--- src/rtl/vtp_pkg.sv ---
package vtp_pkg;

  typedef enum logic [1:0] {
    ST_DATA = 2'd0,
    ST_PAD  = 2'd1,
    ST_FCS  = 2'd2
  } vtp_state_t;

  localparam logic [31:0] CRC_POLY_REFL = 32'hEDB88320;

  function automatic logic [31:0] crc_step(input logic [31:0] c, input logic [7:0] d);
    logic [31:0] r;
    r = c;
    for (int i = 0; i < 8; i++) begin
      if (r[0] ^ d[i]) r = (r >> 1) ^ CRC_POLY_REFL;
      else             r = r >> 1;
    end
    return r;
  endfunction

endpackage

--- src/rtl/vtp_classify.sv ---
module vtp_classify #(
  parameter int TYPE_OFS = 12
) (
  input  logic        clk,
  input  logic        rst,
  input  logic        take,
  input  logic        sop,
  input  logic [7:0]  data,
  input  logic        force_in,
  input  logic        auto_in,
  input  logic [15:0] type_in,
  output logic        vlan_nx,
  output logic        vlan_q
);
  localparam logic [3:0] POS_HI  = 4'(TYPE_OFS);
  localparam logic [3:0] POS_LO  = 4'(TYPE_OFS + 1);
  localparam logic [3:0] POS_MAX = 4'd15;

  logic [3:0]  pos_q, pos;
  logic [7:0]  hi_q;
  logic        frc_q, aut_q;
  logic [15:0] typ_q;

  assign pos = sop ? 4'd0 : pos_q;

  always_comb begin
    if (sop)                 vlan_nx = force_in;
    else if (pos_q == POS_LO) vlan_nx = frc_q | (aut_q & ({hi_q, data} == typ_q));
    else                     vlan_nx = vlan_q;
  end

  always_ff @(posedge clk) begin
    if (rst) begin
      pos_q  <= '0;
      hi_q   <= '0;
      frc_q  <= 1'b0;
      aut_q  <= 1'b0;
      typ_q  <= '0;
      vlan_q <= 1'b0;
    end else if (take) begin
      if (sop) begin
        frc_q <= force_in;
        aut_q <= auto_in;
        typ_q <= type_in;
      end
      pos_q  <= (pos == POS_MAX) ? POS_MAX : pos + 4'd1;
      if (pos == POS_HI) hi_q <= data;
      vlan_q <= vlan_nx;
    end
  end
endmodule

--- src/rtl/vtp_len.sv ---
module vtp_len #(
  parameter int CNT_W = 12
) (
  input  logic             clk,
  input  logic             rst,
  input  logic             step,
  input  logic             restart,
  output logic [CNT_W-1:0] cnt_nx,
  output logic [CNT_W-1:0] cnt_q
);
  localparam logic [CNT_W-1:0] CNT_TOP = '1;

  always_comb begin
    if (restart)              cnt_nx = CNT_W'(1);
    else if (cnt_q == CNT_TOP) cnt_nx = cnt_q;
    else                      cnt_nx = cnt_q + CNT_W'(1);
  end

  always_ff @(posedge clk) begin
    if (rst)       cnt_q <= '0;
    else if (step) cnt_q <= cnt_nx;
  end
endmodule

--- src/rtl/vtp_crc.sv ---
module vtp_crc (
  input  logic        clk,
  input  logic        rst,
  input  logic        en,
  input  logic        clear,
  input  logic [7:0]  din,
  output logic [31:0] crc_q
);
  import vtp_pkg::*;

  logic [31:0] base;
  assign base = clear ? 32'hFFFF_FFFF : crc_q;

  always_ff @(posedge clk) begin
    if (rst)     crc_q <= 32'hFFFF_FFFF;
    else if (en) crc_q <= crc_step(base, din);
  end
endmodule

--- src/rtl/vlan_tx_padder.sv ---
module vlan_tx_padder #(
  parameter int CNT_W     = 12,
  parameter int MIN_UNTAG = 64,
  parameter int MIN_VLAN  = 68,
  parameter int MAX_UNTAG = 1518,
  parameter int MAX_VLAN  = 1522
) (
  input  logic        clk,
  input  logic        rst,
  input  logic        sw_rst,
  input  logic        pad_en,
  input  logic        force_vlan,
  input  logic        auto_vlan,
  input  logic [15:0] vlan_type,
  input  logic        in_valid,
  input  logic        in_sop,
  input  logic        in_eop,
  input  logic [7:0]  in_data,
  output logic        in_ready,
  output logic        out_valid,
  output logic        out_sop,
  output logic        out_eop,
  output logic [7:0]  out_data,
  output logic        oversize
);
  import vtp_pkg::*;

  localparam int FCS_N = 4;
  localparam int FCS_W = $clog2(FCS_N);
  localparam logic [FCS_W-1:0] FCS_LAST = FCS_W'(FCS_N - 1);
  localparam logic [CNT_W-1:0] TGT_U = CNT_W'(MIN_UNTAG - FCS_N);
  localparam logic [CNT_W-1:0] TGT_V = CNT_W'(MIN_VLAN - FCS_N);
  localparam logic [CNT_W-1:0] LIM_U = CNT_W'(MAX_UNTAG - FCS_N);
  localparam logic [CNT_W-1:0] LIM_V = CNT_W'(MAX_VLAN - FCS_N);

  logic             rst_all;
  vtp_state_t       st_q;
  logic [FCS_W-1:0] fcs_idx_q;
  logic             pad_q, ovs_q;
  logic             take, in_pad, in_fcs, fcs_last;
  logic             pad_eff, vlan_nx, vlan_q;
  logic [CNT_W-1:0] cnt_nx, cnt_q;
  logic [CNT_W-1:0] tgt_end, tgt_pad, lim_end;
  logic [31:0]      crc_q;

  assign rst_all  = rst | sw_rst;
  assign in_ready = (st_q == ST_DATA) & ~rst_all;
  assign take     = in_valid & in_ready;
  assign in_pad   = (st_q == ST_PAD);
  assign in_fcs   = (st_q == ST_FCS);
  assign fcs_last = in_fcs & (fcs_idx_q == FCS_LAST);
  assign pad_eff  = in_sop ? pad_en : pad_q;
  assign tgt_end  = vlan_nx ? TGT_V : TGT_U;
  assign tgt_pad  = vlan_q  ? TGT_V : TGT_U;
  assign lim_end  = vlan_nx ? LIM_V : LIM_U;

  vtp_classify u_cls (
    .clk      (clk),
    .rst      (rst_all),
    .take     (take),
    .sop      (in_sop),
    .data     (in_data),
    .force_in (force_vlan),
    .auto_in  (auto_vlan),
    .type_in  (vlan_type),
    .vlan_nx  (vlan_nx),
    .vlan_q   (vlan_q)
  );

  vtp_len #(.CNT_W(CNT_W)) u_len (
    .clk     (clk),
    .rst     (rst_all),
    .step    (take | in_pad),
    .restart (take & in_sop),
    .cnt_nx  (cnt_nx),
    .cnt_q   (cnt_q)
  );

  vtp_crc u_crc (
    .clk   (clk),
    .rst   (rst_all),
    .en    (take | in_pad),
    .clear (take & in_sop),
    .din   (in_pad ? 8'h00 : in_data),
    .crc_q (crc_q)
  );

  // frame sequencing
  always_ff @(posedge clk) begin
    if (rst_all) begin
      st_q      <= ST_DATA;
      fcs_idx_q <= '0;
      pad_q     <= 1'b0;
      ovs_q     <= 1'b0;
    end else begin
      case (st_q)
        ST_DATA: begin
          if (take && in_sop) pad_q <= pad_en;
          if (take && in_eop) begin
            ovs_q     <= (cnt_nx > lim_end);
            fcs_idx_q <= '0;
            if (pad_eff && (cnt_nx < tgt_end)) st_q <= ST_PAD;
            else                               st_q <= ST_FCS;
          end
        end
        ST_PAD: begin
          if (cnt_nx >= tgt_pad) st_q <= ST_FCS;
        end
        ST_FCS: begin
          fcs_idx_q <= fcs_idx_q + FCS_W'(1);
          if (fcs_idx_q == FCS_LAST) st_q <= ST_DATA;
        end
        default: st_q <= ST_DATA;
      endcase
    end
  end

  // registered output stage
  always_ff @(posedge clk) begin
    if (rst_all) begin
      out_valid <= 1'b0;
      out_sop   <= 1'b0;
      out_eop   <= 1'b0;
      out_data  <= '0;
      oversize  <= 1'b0;
    end else begin
      out_valid <= take | in_pad | in_fcs;
      out_sop   <= take & in_sop;
      out_eop   <= fcs_last;
      oversize  <= fcs_last & ovs_q;
      if (take)        out_data <= in_data;
      else if (in_pad) out_data <= 8'h00;
      else             out_data <= ~crc_q[{fcs_idx_q, 3'b000} +: 8];
    end
  end
endmodule

--- config.mk ---
export PLATFORM = sky130hd
export DESIGN_NAME = vlan_tx_padder
export DESIGN_NICKNAME = d
export VERILOG_FILES = /design/src/rtl/vtp_pkg.sv /design/src/rtl/vtp_classify.sv /design/src/rtl/vtp_len.sv /design/src/rtl/vtp_crc.sv /design/src/rtl/vlan_tx_padder.sv
export SDC_FILE = /design/constraint.sdc
export NUM_CORES = 1
export LEC_CHECK = 0
export ABC_CLOCK_PERIOD_IN_PS = 7600
export BUFFER_PORTS_ARGS = -buffer_cell sky130_fd_sc_hd__buf_2
export CELL_PAD_IN_SITES_DETAIL_PLACEMENT = 1
export CELL_PAD_IN_SITES_GLOBAL_PLACEMENT = 2
export CORE_UTILIZATION = 40
export DETAILED_ROUTE_END_ITERATION = 6
export PLACE_DENSITY = 0.93
export SYNTH_ARGS = -nofsm -noshare
export SYNTH_HDL_FRONTEND = slang
export SYNTH_HIERARCHICAL = 1
export SYNTH_SLANG_ARGS = --single-unit
--- constraint.sdc ---
create_clock -name clk -period 7.6 [get_ports clk]
set_input_delay 0 -clock clk [delete_from_list [all_inputs] [get_ports clk]]
set_output_delay 0 -clock clk [all_outputs]
set_load 0.05 [all_outputs]
# == Word level (Yosys, flattened, before mapping) ==
# Index checks and enable logic that the tools add are counted.
# classes
shift,1
mux,43
reduce_logical,11
n_addsub,3
eq_ne,11
order_cmp,3
n_bitwise,28
# op_table
op,count
2-to-1 mux 32 bit,23
NOT 13 -> 14 bit,8
variable part select 32 x 6 -> 8 bit,1
2-to-1 mux 12 bit,2
2-to-1 mux 8 bit,3
equality test 16 bit,1
2-to-1 mux 7 bit,2
adder 12 x 1 -> 12 bit (second input constant),1
equality test 12 bit (second input constant),1
equality test 4 bit (second input constant),3
greater-or-equal comparator 12 x 7 -> 1 bit,1
greater-than comparator 12 x 11 -> 1 bit,1
less-than comparator 12 x 7 -> 1 bit,1
2-to-1 mux 2 bit,5
AND reduction 2 bit,5
2-to-1 mux 4 bit,2
NOT 8 bit,1
bitwise XOR 1 bit,8
bitwise AND 1 bit,6
inequality test 2 x 1 -> 1 bit (second input constant),3
one-hot mux 2 bit (3 select lines),1
adder 4 x 1 -> 4 bit (second input constant),1
equality test 2 bit (second input constant),2
OR 1 bit,4
10 further kinds,14
# word_totals
input_bits,33
register_bits,93
output_inout_bits,13
word_cells,117

# == Longest topological paths before layout ==
# Gate-level depths: netlist (run 1).
# logic_depth
ltp_word,36
depth_mapped,13
ltp_nobuf,12

# == By module ==
# Netlist (run 1), hierarchy kept.
# by_module_without_submodules
module,n_inst,seq_area_each_um2,cells_per_inst,area_each_um2
vtp_crc,1,640.6,305,2484.9
vtp_classify,1,620.6,168,1441.4
vlan_tx_padder,1,360.3,135,1258.7
vtp_len,1,240.2,118,912.1

# == Least setup slack after synthesis (run 1) ==
# OpenSTA, ideal clock, no wires.
# synth_path
path_kind,flip-flop to flip-flop
startpoint,reg st_q[0]
endpoint,reg st_q[1]
path_stages_with_launch,14
period_less_slack_ns,3.495
n_path_buf,2
setup_slack_ns,4.105
setup_time_ns,0.116
t_required_ns,7.484
t_arrival_ns,3.379
cell_sequence,dfxtp_1 > nor4_4 > and3_1 > clkbuf_1 > clkbuf_1 > a31oi_1 > o21a_1 > inv_1 > ha_1 > and4bb_2 > a221oi_1 > o2111ai_1 > and3_1 > o211a_1
# synth_between
elab_chain_cells,10
elab_cells_between_ends,18
cone_classes,order compare (2); eq/ne (5); mux (4); bitwise (3); reduce/logical (4)
# synth_lines
item,line_no,rtl
from (decl),vlan_tx_padder.sv:37,vtp_state_t st_q;
from (signal assigned),vlan_tx_padder.sv:91,st_q <= ST_DATA;
from (signal assigned),vlan_tx_padder.sv:102,if (pad_eff && (cnt_nx < tgt_end)) st_q <= ST_PAD;
from (signal assigned),vlan_tx_padder.sv:103,else st_q <= ST_FCS;
logical NOT 2 bit *,vlan_tx_padder.sv:47,assign in_ready = (st_q == ST_DATA) & ~rst_all;
bitwise AND 1 bit *,vlan_tx_padder.sv:47,
net in_ready,vlan_tx_padder.sv:19,"output logic in_ready,"
bitwise AND 1 bit *,vlan_tx_padder.sv:48,assign take = in_valid & in_ready;
bitwise AND 1 bit *,vlan_tx_padder.sv:74,".restart (take & in_sop),"
2-to-1 mux 12 bit *,vtp_len.sv:14,if (restart) cnt_nx = CNT_W'(1);
net cnt_nx[2],vlan_tx_padder.sv:42,"logic [CNT_W-1:0] cnt_nx, cnt_q;"
less-than comparator 12 x 7 -> 1 bit,vlan_tx_padder.sv:102,
logical AND 1 bit,vlan_tx_padder.sv:102,
2-to-1 mux 2 bit,vlan_tx_padder.sv:102,
2-to-1 mux 2 bit,vlan_tx_padder.sv:99,if (take && in_eop) begin
one-hot mux 2 bit (3 select lines),vlan_tx_padder.sv:96,case (st_q)
# The timed path passes the listed nets; every way through them passes the cells marked *. The select of a mux whose other input is x is not followed.
# A chain may end at the register's enable or synchronous reset.

# == Worst setup path after layout (run 1) ==
# layout_path
startpoint,reg st_q[0]
endpoint,reg u_len.cnt_q[3]
# layout_between
elab_chain_cells,5
elab_cells_between_ends,7
cone_classes,eq/ne (1); mux (1); bitwise (4); reduce/logical (1)
# layout_lines
item,line_no,rtl
logical NOT 2 bit *,vlan_tx_padder.sv:47,
bitwise AND 1 bit *,vlan_tx_padder.sv:47,
bitwise AND 1 bit *,vlan_tx_padder.sv:48,
net take,vlan_tx_padder.sv:40,"logic take, in_pad, in_fcs, fcs_last;"
bitwise AND 1 bit,vlan_tx_padder.sv:74,
2-to-1 mux 12 bit,vtp_len.sv:14,
to (signal assigned),vtp_len.sv:21,else if (step) cnt_q <= cnt_nx;
to (decl),vtp_len.sv:9,output logic [CNT_W-1:0] cnt_q
# The timed path passes the listed nets; every way through them passes the cells marked *.

==> run summary, run 1 <==
outcome: finished with violations
failing checks: design-rule violations
Tightest Pin Transition: 0.8219 ns
port bufs: 45
GR Util All Layers: 0.2368
Setup Skew: 0.01379 ns
Cell Area, Synth: 0.006097 mm^2
Antenna diodes: 0
power density over cell area: 171.6 mW/mm^2
Max transition margin: 0.4521
Skew-Pair Late Insertion Delay: 0.36 ns
CTS Hold Buffers Added: 27
TritonCTS buffer count: 9
Bufs on Longest Clock Path: 2
Placer Congestion: 0.8167
clk slew on worst S/H paths: 0.07 ns
Crit path arrival time: 3.74 ns
area grow syn2layout: 13.07%
Setup WS pre-CTS: 4.167 ns
Avg Inst Size Synth: 8.398 um^2
Overflow after GRT: 0
Ports: 46
startpoint types: flop
vias per inst: 5.613
most frequent CP cell: inv_2
clk root buf: clkbuf_16
Worst Setup SP: st_q[0]
crit path cell chain: nor4_4, nand2_1, inv_2, a21oi_2, inv_2, buf_4, nor2b_1, or4b_1, a21oi_1
Hold/Removal Path Class: input port to flop
register area: 0.001862 mm^2
post-CTS sizing: 0
highest cell delay on the worst timing path: 0.59 ns
Max Slew Vio Count: 0
syn nets: 774
fill cell count: 1758
RSZ-0062 raised after global routing: false
Hold Startpoint: in_data[6]
setup bufs post-CTS: 0
Core Area: 0.01470 mm^2
setup slack after layout: 4.156 ns
antenna violations before repair: 0
routed len/inst: 18.76 um
clock sinks: 93
crit end category: flop
die span in x: 125.5 um
layout cell share with drive strength beyond 1: 0.1505
share of the synthesized area in the top cell type: 0.3054
Top FF cell, synth: dfxtp_1
Reg-to-Reg Start: st_q[0]
first-pass GRT wire length: 29280 um
YS warnings: 6
Multi-input gate area: 0.003923 mm^2
routed vias: 5360
simple-gate share of the synthesized area: 0.2419
final worst path period share: 0.4531
crit-path max FO: 42
Post-synth EDFFs: 0
Yosys reg bits: 93
Leak: 2.521 nW
fraction of the mapped netlist area in adder cells: 0.03078
H-tree depth: 3
Chip Height: 125.5 um
Post-Syn Instances: 726
worst vdd ir: 0.1016 mV
kind of critical path: flop to flop
Setup-failing EPs final: 0
largest cells by area after synthesis: dfxtp_1 31%, xnor2_1 11%, a21oi_1 5.2%, nor2_1 4.7%, nand2_1 4.1%
Pre-antenna DRT Iters: 6
largest family of logic cells by synthesized area: simple AND/OR/NAND/NOR gates
number of library cell types mapped by synthesis: 70
post-synthesis compound-gate area fraction: 0.1597
FFs w/ async S/R, synth: 0
most frequent cell after synthesis: dfxtp_1
worst path bufs/invs: 3
area leader, netlist: dfxtp_1
Seq/Total Area, Yosys: 0.3054
CP required: 7.89 ns
vias in the first global route: 5563
setup tns final: 0 ns
WL final: 17920 um
fin nets: 814
CTS tree: done
Post-Synth XOR/XNOR Area: 0.1613
DRC: 9
CP max stage cell: inv_2
delay-heaviest family, CP: buffers and inverters
Die ar.: 0.01574 mm^2
hold slack final: 0.004370 ns
DP Wirelength: 12260 um
row count: 44
Max Freq: 290.4 MHz
largest net degree at the start of global routing: 78
Max Cap Viol: 0
Post-DRT Antenna Nets: 0
fin crit period: 3.444 ns
Initial Util: 0.4148
Final Hold Viols: 0
Commonest cells post-synth: 93 x dfxtp_1, 80 x xnor2_1, 76 x nor2_1, 67 x nand2_1, 63 x a21oi_1
mux share of post-synthesis cell area: 0.04946
drt initial violations: 346
==> area by class of cell <==
class,count,area share
sequential,93,0.2701
tap,184,0.03339
timing repair buffer,75,0.07514
multi-input combinational,570,0.5690
clock buffer,10,0.03321
inverter,17,0.009256
clock inverter,6,0.009982
==> metal layers <==
layer | wire [um] | track usage | vias up | share of wire
met4 | 393 | 0.06887 | 0 | 0.022
li1 | - | - | 2590 | -
met3 | 478 | 0.04750 | 25 | 0.027
met1 | 8152 | 0.2926 | 2663 | 0.46
met5 | 0 | 0 | - | 0
met2 | 8890 | 0.4141 | 82 | 0.50
==> cells by family (layout without fill, tap and decap cells) <==
logic type,Yosys count,after routing
AND/OR/NAND/NOR,279,279
adder cells (fa/ha/maj),15,15
flip-flops,93,93
AO/OA/AOI/OAI,148,148
multiplexers,20,20
XOR/XNOR,108,108
buffers and inverters,63,108
==> final timing paths <==
| check | endpoint | slack [ns] | cells after the start |
|---|---|---|---|
| worst max-delay path | u_len/cnt_q[3] | 4.16 | 9 |
| worst min register to register | oversize | 0.47 | 1 |
| worst min-delay path | u_cls/hi_q[6] | 0.004 | 3 |
| worst max register to register | u_len/cnt_q[3] | 4.16 | 9 |
==> state kept, by name, summed over array words and instances, names as in the netlist <==
register      cells
out_sop           1
fcs_idx_q         2
u_cls/vlan_q      1
u_crc/crc_q      32
u_cls/frc_q       1
out_data          8
pad_q             1
out_valid         1
u_len/cnt_q      12
ovs_q             1
u_cls/pos_q       4
u_cls/aut_q       1
st_q              2
u_cls/hi_q        8
oversize          1
out_eop           1
u_cls/typ_q      16
==> where the power goes <==
group	internal, mW	total [mW]	switching [mW]
clock	0.258	0.466	0.208
sequential	0.493	0.501	0.00764
combinational	0.0934	0.216	0.123
==> stage by stage <==
step                      cells  power, mW    util  area [um^2]
after floorplan             726     0.6681       -         6097
after global placement      912     0.7091  0.4304         6326
after detailed placement    912     0.7151  0.4304         6326
after CTS                   955      1.195  0.4690         6894
after global routing        955      1.234  0.4690         6894
final                       955      1.183  0.4690         6894
==> layout by cell type, fill, tap and decap left out, types with 3 or more instances in the layout <==
cell	n
a211o_1	14
a211oi_1	13
a21oi_1	63
a31o_1	3
a31oi_1	9
and2_1	12
and3_1	7
and4_1	9
buf_2	45
buf_4	3
clkbuf_16	9
dfxtp_1	93
dlygate4sd3_1	27
ha_1	15
inv_1	12
inv_2	4
mux2i_1	11
mux4_2	8
nand2_1	67
nand2b_1	14
nand3_1	10
nand4_1	8
nand4b_1	3
nor2_1	76
nor2b_1	19
nor3_1	17
o211ai_1	6
o21a_1	6
o21ai_0	15
or2_2	15
or3_1	3
xnor2_1	80
xnor2_2	3
xor2_1	24
==> worst reg2reg max path: stages (launching register included) <==
cell and delay (ns):
dfxtp_1 0.39, nor4_4 0.35, nand2_1 0.13, inv_2 0.32, a21oi_2 0.17, inv_2 0.59
buf_4 0.48, nor2b_1 0.34, or4b_1 0.48, a21oi_1 0.13
No activity file was read; power rests on OpenSTA's default activity.
==> inputs of run 2 (changes only) <==
ABC_CLOCK_PERIOD_IN_PS = 3150   (was 7600)
CORE_UTILIZATION = 34   (was 40)
PLACE_DENSITY = 0.84   (was 0.93)
clock period = 3.15 ns   (was 7.6 ns; I/O delays follow)
==> run 2 against run 1 <==
Wire length increased by 3.8%. Power increased by 140%. Final cell count is 7.0% higher. Worst setup slack worse by 4.0 ns. Count of clock-buffer cells in the layout did not move. Sequential power grew 140%. Clock skew fell by 0.0019 ns. Register-to-register slack got worse by 4.0 ns. Via count increased by 1.3%. Largest power group unchanged. Global-route usage decreased by 3.0 points. The flow now finishes without violations.
==> run summary, run 2 (synthesized netlist as in run 1, its figures left out) <==
Overflow after GRT: 0
top flop regs: u_crc/crc_q x32, u_cls/typ_q x16, u_len/cnt_q x12
register area: 0.001868 mm^2
Die ar.: 0.01847 mm^2
Max Slew Vio Count: 0
H-tree depth: 3
row count: 48
Skew-Pair Late Insertion Delay: 0.35 ns
clock sinks: 93
clk slew on worst S/H paths: 0.07 ns
crit end category: flop
commonest non-fill, non-tap cell in the layout: dfxtp_1
Initial Util: 0.3501
antenna violations before repair: 0
worst reg2reg path depth: 11
vias in the first global route: 5617
Setup Skew: 0.01188 ns
CTS tree: done
die span in x: 135.9 um
crit-path max FO: 6
fin nets: 840
WHS Path Cells: 3
Placer Congestion: 0.8209
Bufs on Longest Clock Path: 2
routed len/inst: 18.20 um
WL final: 18600 um
Post-DRT Antenna Nets: 0
area grow syn2layout: 18.22%
largest net degree at the start of global routing: 40
setup tns final: 0 ns
Tightest Pin Transition: 0.7738 ns
hold slack final: 0.05352 ns
kind of critical path: flop to flop
Largest register FFs: 32
final core utilization: 0.4139
layout cell share with drive strength beyond 1: 0.1882
Max transition margin: 0.4834
fill cell count: 2069
Antenna diodes: 0
placed cell areas: 0.006554 mm^2
clk root buf: clkbuf_16
Final Hold Viols: 0
Hold Startpoint: sw_rst
startpoint types: flop
Max Freq: 330.3 MHz
fin crit period: 3.028 ns
most frequent cells in the layout: 90 x dfxtp_1, 80 x xnor2_1, 76 x nor2_1
GR Util All Layers: 0.2070
DP Wirelength: 12730 um
reg-to-reg endpoint: st_q[1]
Largest Register: u_crc/crc_q
drt initial violations: 278
post-route cell area: 0.007208 mm^2
Chip Height: 135.9 um
Multi-input gate area: 0.003961 mm^2
hold worst-path end: out_sop
Pre-antenna DRT Iters: 4
first-pass GRT wire length: 29550 um
vias per inst: 5.310
CP required: 3.39 ns
Core Area: 0.01742 mm^2
routed vias: 5427
worst vdd ir: 0.2675 mV
final worst path period share: 0.9611
port bufs: 45
Leak: 2.662 nW
total power: 2.894 mW
Hold/Removal Path Class: input port to flop
Crit path arrival time: 3.27 ns
Setup-failing EPs final: 0
Reg-to-Reg Start: u_len/cnt_q[0]
outcome: finished, final reports clean
R2R setup slack: 0.12 ns
TritonCTS buffer count: 9
power density over cell area: 401.5 mW/mm^2
DRC: 0
Ports: 46
Max Cap Viol: 0
[run 2: worst max-delay path, cell delays in order, from the launching register on]
cell and delay, ns:
dfxtp_2 0.35, ha_1 0.23, and4_2 0.29, and4_4 0.20, or3_1 0.36, a21oi_2 0.17
ha_1 0.27, and4bb_2 0.25, a221oi_2 0.24, o2111ai_2 0.18, and3_1 0.18, o211a_1 0.20
[run 2: timing repair]
item	4_1_cts	5_1_grt
endpoints found under the setup margin	0	2
hold buffers	28	0
resized for setup	0	7
endpoints found under the hold margin	35	0
setup buffers	0	4
[run 2: worst max-delay path by stage]
| stage | end | startpoint | cells past startpoint |
|---|---|---|---|
| after floorplan | st_q[1] | st_q[1] | 13 |
| after global placement | st_q[1] | u_len/cnt_q[0] | 11 |
| after detailed placement | st_q[1] | u_len/cnt_q[0] | 11 |
| after CTS | st_q[1] | u_len/cnt_q[0] | 11 |
| after global routing | st_q[1] | u_len/cnt_q[0] | 11 |
| final | st_q[1] | u_len/cnt_q[0] | 11 |
[run 2: per-stage QoR]
stage	std cells	setup slack, ns
floorplan	726	-0.06188
global placement	973	0.1715
detailed placement	973	0.07414
CTS	1017	0.05378
global route	1022	-0.003603
finish	1022	0.1225
[run 2: power by group]
part | internal (mW) | leakage, nW | switching, mW | total (mW)
Combinational | 0.250 | 1.76 | 0.307 | 0.557
Sequential | 1.19 | 0.754 | 0.0182 | 1.21
Clock | 0.625 | 0.145 | 0.505 | 1.13
[run 2: metal layers]
layer  vias up  GRT usage  share of wire
met3        19    0.03691          0.036
met1      2674     0.2629           0.46
li1       2646          -              -
met5         -          0              0
met4         0    0.07716          0.016
met2        88     0.3478           0.48
[run 2: area by class of cell]
class | instances | area share
well taps | 225 | 0.03906
inverters | 17 | 0.008853
multi-input cells | 571 | 0.5496
repair buffers | 100 | 0.1017
clock inverters | 6 | 0.009894
clock buffers | 10 | 0.03177
flip-flops and latches | 93 | 0.2592
==> inputs of run 3 (changes only) <==
ABC_CLOCK_PERIOD_IN_PS = 3300   (was 3150)
CORE_UTILIZATION = 37   (was 34)
PLACE_DENSITY = 0.87   (was 0.84)
clock period = 3.3 ns   (was 3.15 ns; I/O delays follow)
==> run 3 against run 2 <==
Design area shrank 1.9%. Global-route usage rose by 2.0 points. Power decreased by 2.6%. Critical path depth did not move. Largest cell class unchanged.
==> run summary, run 3 (synthesized netlist as in run 1, its figures left out) <==
Ports: 46
R2R setup slack: 0.20 ns
Pre-antenna DRT Iters: 5
setup bufs post-CTS: 0
Max Slew Vio Count: 0
Tightest Pin Transition: 0.9732 ns
DP Wirelength: 12520 um
H-tree depth: 3
Antenna diodes: 0
Leak: 2.597 nW
power density over cell area: 398.5 mW/mm^2
most frequent cells in the layout: 91 x dfxtp_1, 80 x xnor2_1, 76 x nor2_1
setup tns final: 0 ns
highest cell delay on the worst timing path: 0.35 ns
area grow syn2layout: 15.97%
Die ar.: 0.01700 mm^2
CP max stage cell: dfxtp_2
first-pass GRT wire length: 29440 um
vias in the first global route: 5586
Final Hold Viols: 0
drt initial violations: 277
switch share: 0.2970
Overflow after GRT: 0
Multi-input gate area: 0.003926 mm^2
kind of critical path: flop to flop
register area: 0.001864 mm^2
CP required: 3.55 ns
post-route cell area: 0.007071 mm^2
GR Util All Layers: 0.2267
WL final: 18150 um
CTS tree: done
Skew-Pair Late Insertion Delay: 0.37 ns
Sequential Power Share: 0.409
Max Freq: 322.9 MHz
row count: 46
placed cell areas: 0.006466 mm^2
Core Area: 0.01600 mm^2
crit path cell chain: ha_1, and4_1, and4_4, or3_1, a21oi_1, ha_1, and4bb_2, a221oi_1, o2111ai_1, and3_1, o211a_1
Max Cap Viol: 0
vias per inst: 5.403
Setup WS pre-CTS: 0.1566 ns
clk slew on worst S/H paths: 0.08 ns
outcome: finished, final reports clean
Bufs on Longest Clock Path: 2
most frequent CP cell: ha_1
fin crit period: 3.097 ns
Setup-failing EPs final: 0
die span in x: 130.4 um
clk root buf: clkbuf_16
Setup Skew: 0.01451 ns
TritonCTS buffer count: 9
crit-path max FO: 6
startpoint types: flop
Largest register FFs: 32
Largest Register: u_crc/crc_q
NetSw: 0.8369 mW
fin nets: 826
setup slack after layout: 0.2026 ns
cell internal pwr: 1.981 mW
Max transition margin: 0.3503
largest net degree at the start of global routing: 56
antenna violations before repair: 0
Hold/Removal Path Class: input port to flop
clock sinks: 93
combinational power share: 0.187
routed vias: 5398
crit end category: flop
port bufs: 45
Initial Util: 0.3811
Crit path arrival time: 3.35 ns
worst vdd ir: 0.2557 mV
fill cell count: 1962
commonest non-fill, non-tap cell in the layout: dfxtp_1
Chip Height: 130.4 um
routed len/inst: 18.17 um
share of total power in the clock network: 0.404
DRC: 0
top flop regs: u_crc/crc_q x32, u_cls/typ_q x16, u_len/cnt_q x12
final worst path period share: 0.9386
layout cell share with drive strength beyond 1: 0.1660
Placer Congestion: 0.8139
Post-DRT Antenna Nets: 0
-- run 3: metrics by stage --
step / util / power (mW) / hold slack, ns / cells
finish: 0.4419 / 2.818 / 0.01681 / 999
global route: 0.4419 / 2.945 / 0.02312 / 999
CTS: 0.4418 / 2.847 / 0.01002 / 999
detailed placement: 0.4041 / 1.669 / 0.2504 / 955
global placement: 0.4041 / 1.651 / 0.2430 / 955
floorplan: - / 1.540 / 0.07309 / 726
-- run 3: critical path, delay by kind of cell (launching register included) --
family	cells	cell delay [ns]
AOI/OAI and AO/OA	4	0.88
adders and majority gates	2	0.49
DFF	1	0.35
and+or+nand+nor	5	1.28
-- run 3: power groups by stage --
stage	Sequential [mW]	Clock (mW)	Combinational, mW
global route	1.15	1.22	0.567
detailed placement	1.18	0	0.490
global placement	1.18	0	0.473
floorplan	1.18	0	0.362
CTS	1.15	1.17	0.523
finish	1.15	1.14	0.526
-- run 3: area by class of cell --
cell class	instances	area share
sequential	93	0.2637
clock inverter	7	0.01380
timing repair buffer	87	0.08813
inverter	17	0.009025
multi-input combinational	570	0.5553
clock buffer	9	0.03185
tap	216	0.03822
-- run 3: path summary, 6_finish.rpt --
check	end	startpoint	depth (start not counted)
setup / recovery	st_q[1]	u_len/cnt_q[0]	11
hold / removal	out_sop	rst	3
setup reg to reg	st_q[1]	u_len/cnt_q[0]	11
hold reg to reg	u_cls/aut_q	u_cls/aut_q	2
-- run 3: repair_timing --
item                                    CTS  global route
gates resized for setup                   0             1
hold buffers                             28             0
hold endpoints to repair                 32             0
endpoints found under the setup margin    0             1
-- run 3: per-layer routing --
layer / GRT usage / vias up / share of wire
met3: 0.04316 / 29 / 0.033
met2: 0.3936 / 104 / 0.50
met5: 0 / - / 0
met1: 0.2856 / 2656 / 0.45
met4: 0.06558 / 0 / 0.020
li1: - / 2609 / -
